`config.mk`:
```
export PLATFORM = sky130hd
export DESIGN_NAME = slot_sched
export DESIGN_NICKNAME = d
export VERILOG_FILES = /design/src/rtl/slot_sched_pkg.sv /design/src/rtl/slot_timebase.sv /design/src/rtl/slot_window.sv /design/src/rtl/slot_cfg_guard.sv /design/src/rtl/slot_sched.sv
export SDC_FILE = /design/constraint.sdc
export NUM_CORES = 1
export LEC_CHECK = 0
export BUFFER_PORTS_ARGS = -buffer_cell sky130_fd_sc_hd__buf_4
export CAP_MARGIN = 20
export CORE_MARGIN = 2
export CORE_UTILIZATION = 66
export DETAILED_ROUTE_END_ITERATION = 8
export GPL_TIMING_DRIVEN = 0
export MAX_ROUTING_LAYER = met4
export PLACE_DENSITY = 0.86
export SLEW_MARGIN = 15
export SYNTH_ARGS = -nofsm -noshare
export SYNTH_HDL_FRONTEND = slang
export SYNTH_SLANG_ARGS = --single-unit
```
`constraint.sdc`:
```
create_clock -name clk_i -period 14.4 [get_ports clk_i]
set_input_delay 1.44 -clock clk_i [delete_from_list [all_inputs] [get_ports clk_i]]
set_output_delay 1.44 -clock clk_i [all_outputs]
set_load 0.1 [all_outputs]
```
`src/rtl/slot_sched_pkg.sv`:
```
package slot_sched_pkg;
  localparam int unsigned ADDR_W = 3;
  localparam logic [ADDR_W-1:0] A_START = 3'd0;
  localparam logic [ADDR_W-1:0] A_IVL   = 3'd1;
  localparam logic [ADDR_W-1:0] A_LEN   = 3'd2;
  localparam logic [ADDR_W-1:0] A_STAT  = 3'd3;
  localparam logic [ADDR_W-1:0] A_TRIG  = 3'd4;
  localparam int unsigned ST_ARMED  = 0;
  localparam int unsigned ST_ACTIVE = 1;
  localparam int unsigned ST_ERR    = 2;
  typedef enum logic [1:0] {S_OFF, S_WAIT, S_ON} win_state_e;
endpackage

```
`src/rtl/slot_timebase.sv`:
```
module slot_timebase #(
  parameter int unsigned TIME_W = 32
) (
  input  logic              clk_i,
  input  logic              rst_ni,
  input  logic              tick_i,
  output logic [TIME_W-1:0] now_o,
  output logic [TIME_W-1:0] nxt_o
);
  logic [TIME_W-1:0] now_q;

  assign now_o = now_q;
  assign nxt_o = now_q + TIME_W'(1);

  always_ff @(posedge clk_i or negedge rst_ni) begin
    if (!rst_ni)     now_q <= '0;
    else if (tick_i) now_q <= nxt_o;
  end
endmodule

```
`src/rtl/slot_window.sv`:
```
module slot_window
  import slot_sched_pkg::*;
#(
  parameter int unsigned TIME_W = 32
) (
  input  logic              clk_i,
  input  logic              rst_ni,
  input  logic              tick_i,
  input  logic [TIME_W-1:0] nxt_time_i,
  input  logic              arm_i,
  input  logic [TIME_W-1:0] start_i,
  input  logic [TIME_W-1:0] ivl_i,
  input  logic [TIME_W-1:0] len_i,
  output logic              armed_o,
  output logic              active_o,
  output logic              start_o,
  output logic              end_o
);
  win_state_e        state_q;
  logic [TIME_W-1:0] next_q, rem_q, eff_len, diff;
  logic              reached;

  // clamp keeps at least one idle tick between windows
  always_comb begin
    if (ivl_i == '0)        eff_len = '0;
    else if (len_i >= ivl_i) eff_len = ivl_i - TIME_W'(1);
    else                    eff_len = len_i;
  end

  // lookahead on the time value this tick produces; sign bit = not yet reached
  assign diff    = nxt_time_i - next_q;
  assign reached = ~diff[TIME_W-1];

  always_ff @(posedge clk_i or negedge rst_ni) begin
    if (!rst_ni) begin
      state_q <= S_OFF;
      next_q  <= '0;
      rem_q   <= '0;
      start_o <= 1'b0;
      end_o   <= 1'b0;
    end else begin
      start_o <= 1'b0;
      end_o   <= 1'b0;
      unique case (state_q)
        S_OFF: if (arm_i) begin
          state_q <= S_WAIT;
          next_q  <= start_i;
        end
        S_WAIT: if (tick_i && reached) begin
          next_q <= next_q + ivl_i;
          if (eff_len != '0) begin
            state_q <= S_ON;
            rem_q   <= eff_len;
            start_o <= 1'b1;
          end
        end
        S_ON: if (tick_i) begin
          rem_q <= rem_q - TIME_W'(1);
          if (rem_q == TIME_W'(1)) begin
            state_q <= S_WAIT;
            end_o   <= 1'b1;
          end
        end
        default: state_q <= S_OFF;
      endcase
    end
  end

  assign armed_o  = (state_q != S_OFF);
  assign active_o = (state_q == S_ON);
endmodule

```
`src/rtl/slot_cfg_guard.sv`:
```
module slot_cfg_guard #(
  parameter int unsigned CFG_W = 32
) (
  input  logic             clk_i,
  input  logic             rst_ni,
  input  logic             lock_i,
  input  logic             we_i,
  input  logic [CFG_W-1:0] wdata_i,
  input  logic             clr_i,
  output logic [CFG_W-1:0] cfg_o,
  output logic             err_o
);
  always_ff @(posedge clk_i or negedge rst_ni) begin
    if (!rst_ni) begin
      cfg_o <= '0;
      err_o <= 1'b0;
    end else begin
      if (we_i && !lock_i) cfg_o <= wdata_i;
      if (we_i && lock_i)  err_o <= 1'b1;
      else if (clr_i)      err_o <= 1'b0;
    end
  end
endmodule

```
`src/rtl/slot_sched.sv`:
```
module slot_sched
  import slot_sched_pkg::*;
#(
  parameter int unsigned TIME_W = 32,
  parameter int unsigned DATA_W = 32,
  parameter int unsigned CFG_W  = 32
) (
  input  logic              clk_i,
  input  logic              rst_ni,
  input  logic              tick_i,
  input  logic              reg_we_i,
  input  logic [ADDR_W-1:0] reg_addr_i,
  input  logic [DATA_W-1:0] reg_wdata_i,
  output logic [DATA_W-1:0] reg_rdata_o,
  input  logic              eng_we_i,
  input  logic [CFG_W-1:0]  eng_wdata_i,
  output logic [CFG_W-1:0]  eng_cfg_o,
  output logic              slot_active_o,
  output logic              slot_start_o,
  output logic              slot_end_o,
  output logic              cfg_lock_o,
  output logic              cfg_err_o
);
  logic [TIME_W-1:0] start_q, ivl_q, len_q, now, nxt;
  logic              armed, arm, clr;

  assign arm = reg_we_i && (reg_addr_i == A_TRIG) && reg_wdata_i[0];
  assign clr = reg_we_i && (reg_addr_i == A_STAT) && reg_wdata_i[ST_ERR];

  always_ff @(posedge clk_i or negedge rst_ni) begin
    if (!rst_ni) begin
      start_q <= '0;
      ivl_q   <= '0;
      len_q   <= '0;
    end else if (reg_we_i) begin
      unique case (reg_addr_i)
        A_START: start_q <= reg_wdata_i[TIME_W-1:0];
        A_IVL:   ivl_q   <= reg_wdata_i[TIME_W-1:0];
        A_LEN:   len_q   <= reg_wdata_i[TIME_W-1:0];
        default: ;
      endcase
    end
  end

  always_comb begin
    reg_rdata_o = '0;
    unique case (reg_addr_i)
      A_START: reg_rdata_o[TIME_W-1:0] = start_q;
      A_IVL:   reg_rdata_o[TIME_W-1:0] = ivl_q;
      A_LEN:   reg_rdata_o[TIME_W-1:0] = len_q;
      A_STAT: begin
        reg_rdata_o[ST_ARMED]  = armed;
        reg_rdata_o[ST_ACTIVE] = slot_active_o;
        reg_rdata_o[ST_ERR]    = cfg_err_o;
      end
      default: ;
    endcase
  end

  slot_timebase #(.TIME_W(TIME_W)) i_timebase (
    .clk_i (clk_i),
    .rst_ni(rst_ni),
    .tick_i(tick_i),
    .now_o (now),
    .nxt_o (nxt)
  );

  slot_window #(.TIME_W(TIME_W)) i_window (
    .clk_i     (clk_i),
    .rst_ni    (rst_ni),
    .tick_i    (tick_i),
    .nxt_time_i(nxt),
    .arm_i     (arm),
    .start_i   (start_q),
    .ivl_i     (ivl_q),
    .len_i     (len_q),
    .armed_o   (armed),
    .active_o  (slot_active_o),
    .start_o   (slot_start_o),
    .end_o     (slot_end_o)
  );

  assign cfg_lock_o = slot_active_o;

  slot_cfg_guard #(.CFG_W(CFG_W)) i_guard (
    .clk_i  (clk_i),
    .rst_ni (rst_ni),
    .lock_i (slot_active_o),
    .we_i   (eng_we_i),
    .wdata_i(eng_wdata_i),
    .clr_i  (clr),
    .cfg_o  (eng_cfg_o),
    .err_o  (cfg_err_o)
  );

  logic unused_now;
  assign unused_now = ^now;
endmodule

```
# [Word-level counts from Yosys, hierarchy flattened]
# Cells that the tools add are included.
[classes] magnitude_cmp=1 n_eq_ne=12 n_bitwise=1 mux=25 add_sub_neg=5 reduce_logical=22
[op_table] cell="two-way mux 32 bit" n=7
[op_table] cell="case mux 32 bit (2 select lines)" n=2
[op_table] cell="case mux 29 bit (3 select lines)" n=1
[op_table] cell="subtractor 32 x 1 -> 32 bit, second input constant" n=2
[op_table] cell="adder 32 x 1 -> 32 bit, second input constant" n=1
[op_table] cell="adder 32 bit" n=1
[op_table] cell="== test 32 x 1 -> 1 bit, second input constant" n=1
[op_table] cell=">= comparator 32 bit" n=1
[op_table] cell="zero test 32 bit" n=1
[op_table] cell="nonzero test 32 bit" n=1
[op_table] cell="subtractor 32 bit" n=1
[op_table] cell="case mux 3 bit (4 select lines)" n=1
[op_table] cell="two-way mux 2 bit" n=5
[op_table] cell="two-way mux 1 bit" n=8
[op_table] cell="nonzero test 2 bit" n=4
[op_table] cell="logical AND 1 bit" n=7
[op_table] cell="== test 3 x 2 -> 1 bit, second input constant" n=2
[op_table] cell="inequality test 2 x 1 -> 1 bit, second input constant" n=3
[op_table] cell="case mux 2 bit (3 select lines)" n=1
[op_table] cell="AND reduction 2 bit" n=3
[op_table] cell="AND reduction 5 bit" n=1
[op_table] cell="inequality test 2 bit, second input constant" n=2
[op_table] cell="AND reduction 4 bit" n=1
[op_table] cell="== test 3 x 1 -> 1 bit, second input constant" n=1
[op_table] cell="other kinds (8)" n=8
[totals] inputBits=72 out_inout_bits=69 ff_bits=229

# [Logic depth before layout (Yosys ltp)]
# Gate-level depths: netlist of the first run.
[depth] ltp_word=7 ltp_mapped=23

# [Hierarchy]
# Synthesis of the first run repeated with hierarchy kept, for this count alone.
[unflattened] hier_cells=1704 area_unflattened_um2=16178.0
[modules_own_cells] module="slot_window" seq_area_each_um2=1701.6 area_each_um2=8059.0 n_inst=1 cells_per_inst=1059
[modules_own_cells] module="slot_sched" seq_area_each_um2=2402.3 area_each_um2=4662.0 n_inst=1 cells_per_inst=354
[modules_own_cells] module="slot_timebase" seq_area_each_um2=800.8 area_each_um2=2060.7 n_inst=1 cells_per_inst=218
[modules_own_cells] module="slot_cfg_guard" seq_area_each_um2=825.8 area_each_um2=1396.3 n_inst=1 cells_per_inst=73

# [Worst setup path before layout of the first run]
# No wires, ideal clock.
[synth_path] path_kind="input to output" startpoint="input reg_addr_i[0]" endpoint="output reg_rdata_o[0]" arrival_time_ns=4.777 setup_slack_ns=8.183 required_ns=12.960 path_stages=5 cell_sequence="clkbuf_1 buf_1 buf_1 o21ai_0 a211oi_1"
[synth_between] elab_chain_cells=2 elab_cells_between_ends=5 classes_between="3 x eq/ne; 1 x mux; 1 x reduce/logical"
[synth_lines] item="start, declared" line="slot_sched.sv:12" text="input logic [ADDR_W-1:0] reg_addr_i,"
[synth_lines] item="== test 3 x 2 -> 1 bit, or another cell as far along" line="slot_sched.sv:47" text="unique case (reg_addr_i)"
[synth_lines] item="case mux 3 bit (4 select lines) (*)" line="slot_sched.sv:47"
[synth_lines] item="end, declared" line="slot_sched.sv:14" text="output logic [DATA_W-1:0] reg_rdata_o,"
# Mark *: on every way between the ends. The rest lies on a longest branch, timed or not.

# [Final worst setup path of the first run]
[layout_path] startpoint="register i_timebase.now_q[0], in the netlist i_timebase.now_o[0]" endpoint="register i_window.next_q[27]"
[layout_between] elab_chain_cells=6
[layout_lines] item="start, declared" line="slot_timebase.sv:10" text="logic [TIME_W-1:0] now_q;"
[layout_lines] item="start signal, assigned" line="slot_timebase.sv:17" text="else if (tick_i) now_q <= nxt_o;"
[layout_lines] item="adder 32 x 1 -> 32 bit" line="slot_timebase.sv:13" text="assign nxt_o = now_q + TIME_W'(1);"
[layout_lines] item="net i_timebase.nxt_o[28]" line="slot_timebase.sv:8" text="output logic [TIME_W-1:0] nxt_o"
[layout_lines] item="subtractor 32 bit" line="slot_window.sv:31" text="assign diff = nxt_time_i - next_q;"
[layout_lines] item="inverter 1 bit" line="slot_window.sv:32" text="assign reached = ~diff[TIME_W-1];"
[layout_lines] item="logical AND 1 bit" line="slot_window.sv:49" text="S_WAIT: if (tick_i && reached) begin"
[layout_lines] item="inequality test 2 x 1 -> 1 bit (no line)"
[layout_lines] item="AND reduction 3 bit (no line)"
[layout_lines] item="end signal, assigned" line="slot_window.sv:47" text="next_q <= start_i;"
[layout_lines] item="end signal, assigned" line="slot_window.sv:50" text="next_q <= next_q + ivl_i;"
[layout_lines] item="end, declared" line="slot_window.sv:20" text="logic [TIME_W-1:0] next_q, rem_q, eff_len, diff;"
# The timed path passes the listed nets, and every way through them passes these cells.
# A chain may end at the register's enable or synchronous reset.

==> run_results.csv, run 1 <==
group,metric,value,unit
route,ant_nets,0,
sta,fin_crit,6.33,ns
sta,drv_slew,0,
clock_network,cts_buffers,26,
clock_network,post_cts_buffers,0,
sta,tns,0,ns
floorplan,die-area,24700,um2
sta,hold_viol_final,0,
synth,synth_area_leaders,"dfrtp_1 37%, ha_1 7.9%, mux2_2 7.5%",
setup_path,startpoint_type,"flip-flop",
synth,ys_seq_elements,229,
sta,final-setup-viol-count,0,
synth,yosys.area.top_type,"dfrtp_1",
synth,synth_enable_flop_cells,0,
setup_path,crit_fanout,10,
global_routing,grt_usage,43.3,%
clock_network,cts.sinks,229,
sta,rsz0062_at_grt,"false",
clock_network,clkLatencyLatePin,0.56,ns
outcome,outcome,"completed",
cells_and_area,seq_area,5730,um2
route,firstDrtPassIters,6,
synth,ys_types,69,
cells_and_area,fin_area,17800,um2
route,vias,15085,
clock_network,cts_hold_buf,0,
job,maxCapViolations,0,
sta,finalCritPeriodShare,43.9,%
route,wl_met2,22500,um
cells_and_area,diodes,0,
min_path,hp-class,"flip-flop to flip-flop",
cells_and_area,multi_input_area,9030,um2
route,wl_met3,6300,um
setup_path,crit_chain,"ha_1, and3_1, and3_1, and3_1, clkbuf_1, nand3_1, nor3_1, and3_1, clkbuf_1, nand3_1, xnor2_1, ha_1, nand4_1, a211oi_1, o21ai_0, a31oi_1, a211oi_1, mux2_2, nand2_1, clkbuf_1, clkbuf_1, nor2_1, a21oi_1",
clock_network,cts_resized,0,
setup_path,slowest_stage,"clkbuf_1",
floorplan,die_h,157,um
setup_path,cp.arrival,6.77,ns
min_path,hp-start,"i_timebase.now_o[31]",
floorplan,start_util,67.7,%
synth,synth.most_common_cell,"dfrtp_1",
placed_design,gp_congestion,1.02,
power_and_ir_drop,p_leak,7.97,nW
floorplan,core,22800,um2
sta,finalClockSkew,0.0206,ns
floorplan,die_width,157,um
synth,yosysSeqAreaShare,37.1,%
clock_network,clockBufferDepth,3,
route,met1_length,20600,um
synth,syn_area,15500,um2
placed_design,dpl_cell_area,17000,um2
synth,syn-num-nets,1903,
global_routing,antenna_found_initial,1,
power_and_ir_drop,ir_worst_vdd,0.139,mV
setup_path,endpoint_kind,"flip-flop",
clock_network,htree_levels,1,
setup_path,crit_path_max_incr_delay,0.64,ns
synth,syn_inst,1732,
route,drt_wl_total,51800,um
floorplan,io_pins,141,
route,drt_iter0_markers,1765,
power_and_ir_drop,power_density,124,nW/um2
setup_path,r2r_end,"i_window.next_q[27]",
synth,syn_avg_cell_area,8.92,um2
clock_network,cts_tree,"built",
min_path,hold_end,"i_timebase.now_o[31]",
route,wl_per_cell,23.2,um
setup_path,reg2reg_depth,23,
placed_design,dp_slack,8.39,ns
setup_path,critical_path_class,"flip-flop to flip-flop",
sta,fin_ws,8.07,ns
synth,netlist_top_cells_count,"229 x dfrtp_1, 177 x nand2_1, 169 x nor2_1",
min_path,hold-path-cell-count,1,
cells_and_area,nNetsFinal,2075,
global_routing,overflow,0,
cells_and_area,nFillCells,1645,
route,via_per_inst,6.74,
route,remaining_drc_errors,0,
global_routing,grt_max_degree,94,
global_routing,grt_pass1_vias,14381,
setup_path,r2r_slack,8.07,ns
global_routing,grt_pass1_wl,79500,um
clock_network,clk_pin_slew,0.06,ns
floorplan,rows,55,
cells_and_area,syn_to_final_growth,15.2,%
sta,worst_slew_pin_slew,1.07,ns
sta,fin_hold_ws,0.507,ns
sta,slew_headroom,28.7,%
placed_design,io_buffers,138,
cells_and_area,drive_gt1_share,16.0,%
synth,synth_ff_type,"dfrtp_1",
synth,yosysWarnings,0,
setup_path,startpoint,"i_timebase.now_o[0]",
setup_path,r2r_start,"i_timebase.now_o[0]",
clock_network,cts_root_buffer,"clkbuf_16",
route,topRoutingLayerUsed,"met4",
placed_design,dpl.hpwl,39300,um
setup_path,crit_required,14.84,ns
synth,synth-async-reset-ratio,100,%
sta,fmax,158,MHz
synth,synth_top_area_share,37.1,%
[kinds of logic (layout without fill, tap and decap cells)]
kind of cell | Yosys count | in the layout | share of synthesized area [%]
xor gates and xnor gates | 110 | 110 | 6.23
DFF | 229 | 229 | 37.1
adders and majority gates | 99 | 99 | 8.06
buffers and inverters | 177 | 369 | 4.53
AOI/OAI and AO/OA | 396 | 396 | 16.2
muxes | 143 | 143 | 10.3
and+or+nand+nor | 578 | 578 | 17.6
[worst max path at each step]
stage	end	slack [ns]	cells after the start
global route	i_window.next_q[27]	7.78	23
finish	i_window.next_q[27]	8.07	23
detailed placement	i_window.next_q[22]	8.39	23
floorplan	reg_rdata_o[0]	8.18	5
global placement	i_window.rem_q[8]	8.56	23
CTS	i_window.next_q[27]	8.27	23
[critical path, delay by kind of cell (launching register included)]
| kind | cells | cell delay, ns |
|---|---|---|
| AO/OA/AOI/OAI | 5 | 1.10 |
| XOR/XNOR | 1 | 0.17 |
| adder cells (fa/ha/maj) | 2 | 0.52 |
| buffers and inverters | 4 | 1.60 |
| flip-flops | 1 | 0.39 |
| multiplexers | 1 | 0.40 |
| AND/OR/NAND/NOR | 10 | 2.01 |
[layout make-up]
class,count,area share [%]
inverters,84,1.77
flip-flops and latches,229,32.2
well taps,313,2.20
clock buffers,44,4.43
clock inverters,4,0.197
repair buffers,144,6.31
multi-input cells,1326,50.7
plain buffers,93,2.17
[metal layers]
layer	up-vias	track usage [%]
li1	6583	-
met1	7272	59.4
met2	1057	63.8
met3	173	9.14
met4	0	16.1
met5	-	-
[through the flow]
step | cells | util, % | total power, W
final | 2237 | 77.9 | 0.00221
after global routing | 2237 | 77.9 | 0.00231
after detailed placement | 2188 | 74.3 | 0.00154
after global placement | 2183 | 73.9 | 0.00151
after CTS | 2236 | 77.9 | 0.00219
after floorplan | 1732 | - | 0.00131
[state kept, by name, summed over array words and instances, names as in the netlist]
| signal | cells |
|---|---|
| i_window.next_q | 32 |
| len_q | 32 |
| i_window.end_o | 1 |
| i_window.rem_q | 32 |
| i_window.state_q | 2 |
| i_guard.err_o | 1 |
| i_timebase.now_o | 32 |
| ivl_q | 32 |
| start_q | 32 |
| i_window.start_o | 1 |
| i_guard.cfg_o | 32 |
[power breakdown]
part | internal (W) | switching (W) | total, W
logic | 0.000278 | 0.000442 | 0.000720
registers | 0.000716 | 0.000130 | 0.000847
clock network | 0.000371 | 0.000276 | 0.000647
[cells in the final DEF (no fill, tap or decap), drive strengths merged, types with 43 or more instances in the layout]
master | netlist | final
clkbuf | 72 | 117
dfrtp | 229 | 229
ha | 98 | 98
nand2 | 177 | 177
buf | 21 | 163
o21ai | 106 | 106
mux2 | 103 | 103
nor3 | 43 | 43
xnor2 | 83 | 83
inv | 84 | 84
nand3 | 46 | 46
nor2 | 170 | 170
a21oi | 103 | 103
No activity file was read; power rests on OpenSTA's default activity.
==> run 2: changes to the inputs <==
- CORE_UTILIZATION: 66 -> 61
- PLACE_DENSITY: 0.86 -> 0.81
- clock period: 14.4 -> 6 ns (I/O delays scaled with it)
==> run 2 against run 1 <==
  * First-iteration DRC count fell by 1.9%
  * Count of clock-buffer cells in the layout decreased by 10
  * Worst setup slack got worse by 7.7 ns
  * Non-clock buffer count is the same
  * Via count is 3.2% lower
  * Maximum frequency increased by 13%
==> run_results.csv, run 2 (synthesized netlist as in run 1, its figures left out) <==
group,metric,value,unit
route,drt_wl_total,49600,um
placed_design,gp_congestion,1.02,
clock_network,cts_buffers,26,
cells_and_area,instances_no_fill,2254,
floorplan,core,25000,um2
placed_design,dpl.hpwl,38200,um
route,ant_nets,0,
floorplan,start_util,61.7,%
cells_and_area,mostFrequentLayoutCells,"229 x dfrtp_1, 177 x nand2_1, 168 x nor2_1",
floorplan,io_pins,141,
sta,fin_crit,5.59,ns
floorplan,die-area,26600,um2
global_routing,grt_usage,38.2,%
floorplan,die_h,163,um
power_and_ir_drop,ir_worst_vdd,0.285,mV
cells_and_area,nFillCells,1970,
sta,fmax,179,MHz
power_and_ir_drop,p_leak,8.02,nW
global_routing,antenna_found_initial,0,
setup_path,cpMostUsedCell,"and3_1",
sta,slew_headroom,28.9,%
global_routing,grt_pass1_vias,13944,
setup_path,crit_path_max_incr_delay,0.40,ns
power_and_ir_drop,totalPowerFinal,0.00535,W
route,wl_per_cell,22.0,um
route,vias,14608,
clock_network,clk_pin_slew,0.06,ns
sta,final-setup-viol-count,0,
setup_path,critical_path_class,"flip-flop to flip-flop",
sta,worst_slew_pin_slew,1.06,ns
job,maxCapViolations,0,
route,remaining_drc_errors,0,
cells_and_area,drive_gt1_share,16.8,%
cells_and_area,syn_to_final_growth,15.7,%
global_routing,grt_pass1_wl,76600,um
setup_path,critical_path_buf_inv_count,3,
setup_path,startpoint_type,"flip-flop",
clock_network,cts_root_buffer,"clkbuf_16",
setup_path,cp.arrival,6.00,ns
sta,finalCritPeriodShare,93.2,%
outcome,outcome,"completed",
sta,finalClockSkew,0.0221,ns
clock_network,clkLatencyLatePin,0.55,ns
clock_network,cts_tree,"built",
setup_path,crit_fanout,10,
cells_and_area,final_common_cell,"dfrtp_1",
floorplan,die_width,163,um
min_path,hp-class,"primary input to flip-flop",
route,firstDrtPassIters,6,
placed_design,io_buffers,138,
setup_path,cp_top_family,"simple AND/OR/NAND/NOR gates",
power_and_ir_drop,power_density,299,nW/um2
sta,hold_viol_final,0,
setup_path,crit_required,6.41,ns
clock_network,cts.sinks,229,
global_routing,grt_max_degree,103,
sta,rsz0062_at_grt,"false",
clock_network,clockBufferDepth,3,
floorplan,rows,58,
route,drt_iter0_markers,1731,
placed_design,dp.cells,2203,
clock_network,post_cts_buffers,0,
cells_and_area,diodes,0,
clock_network,htree_levels,1,
route,via_per_inst,6.48,
setup_path,crit_chain,"ha_1, and3_1, and3_1, and3_1, clkbuf_1, nand3_1, nor3_1, and3_1, clkbuf_1, nand3_1, xnor2_1, ha_1, nand4_1, a211oi_1, o21ai_0, a31oi_1, a211oi_2, xor2_1, nand2_1, nor2_4, a21oi_2, buf_4, a221o_1",
global_routing,overflow,0,
sta,drv_slew,0,
setup_path,slowest_stage,"dfrtp_1",
setup_path,endpoint_kind,"flip-flop",
cells_and_area,nNetsFinal,2075,
## run 2: changes by cell type in the layout (fill, tap and decap cells not counted), moves of 2 or more
cell	before	now
clkbuf_1	83	70
clkbuf_2	1	7
clkinv_2	2	9
bufinv_16	0	2
clkbuf_8	7	4
## run 2: worst paths after layout
path,from,endpoint,slack (ns),depth (start not counted)
worst max-delay path,i_timebase.now_o[0],i_window.rem_q[20],0.41,23
worst min-delay path,reg_wdata_i[3],ivl_q[3],0.28,3
worst max register to register,i_timebase.now_o[0],i_window.rem_q[20],0.41,23
worst min register to register,i_timebase.now_o[31],i_timebase.now_o[31],0.50,1
max in group asynchronous,rst_ni,i_window.rem_q[20],4.53,3
min in group asynchronous,rst_ni,i_timebase.now_o[6],0.57,2
## run 2: repair_timing
item                                   CTS  global route
hold buffers                             1             0
endpoints found under the hold margin    5             0
setup endpoints to repair               10            55
gates resized for setup                  1            15
## run 2: metal layers
| metal | track usage (%) | wire, um | up-vias |
|---|---|---|---|
| met1 | 53.6 | 20800 | 7060 |
| met5 | - | 0 | - |
| met4 | 14.2 | 2050 | 0 |
| met3 | 7.95 | 5610 | 132 |
| met2 | 54.4 | 21100 | 860 |
| li1 | - | - | 6556 |
## run 2: power breakdown
part / switching [W] / internal, W / total (W)
sequential: 0.000314 / 0.00172 / 0.00203
clock: 0.000672 / 0.000935 / 0.00161
combinational: 0.00104 / 0.000666 / 0.00171
## run 2: worst min-delay path, cell delays in order
cell and delay [ns]:
buf_4 0.09, nand2_1 0.04, o21ai_0 0.06
## run 2: final cells by class
cell class                      count  area [um2]  area share, %
Multi-Input combinational cell   1326        9050           50.6
Tap cell                          330         413           2.31
Timing Repair Buffer              144        1120           6.28
Buffer                             93         393           2.20
Sequential cell                   229        5730           32.0
Clock buffer                       34         721           4.03
Inverter                           84         315           1.76
Clock inverter                     14         138          0.769
## run 2: per-stage QoR
step                cell area [um2]  setup TNS (ns)  util, %  hold WS [ns]  setup slack (ns)
global route                  17900               0     71.4         0.272            0.0234
finish                        17900               0     71.4         0.279             0.410
floorplan                     15500               0        -         0.304              1.35
global placement              16900               0     67.5         0.475            0.0385
detailed placement            17000          -0.787     67.8         0.491            -0.110
CTS                           17900               0     71.3         0.269            0.0530
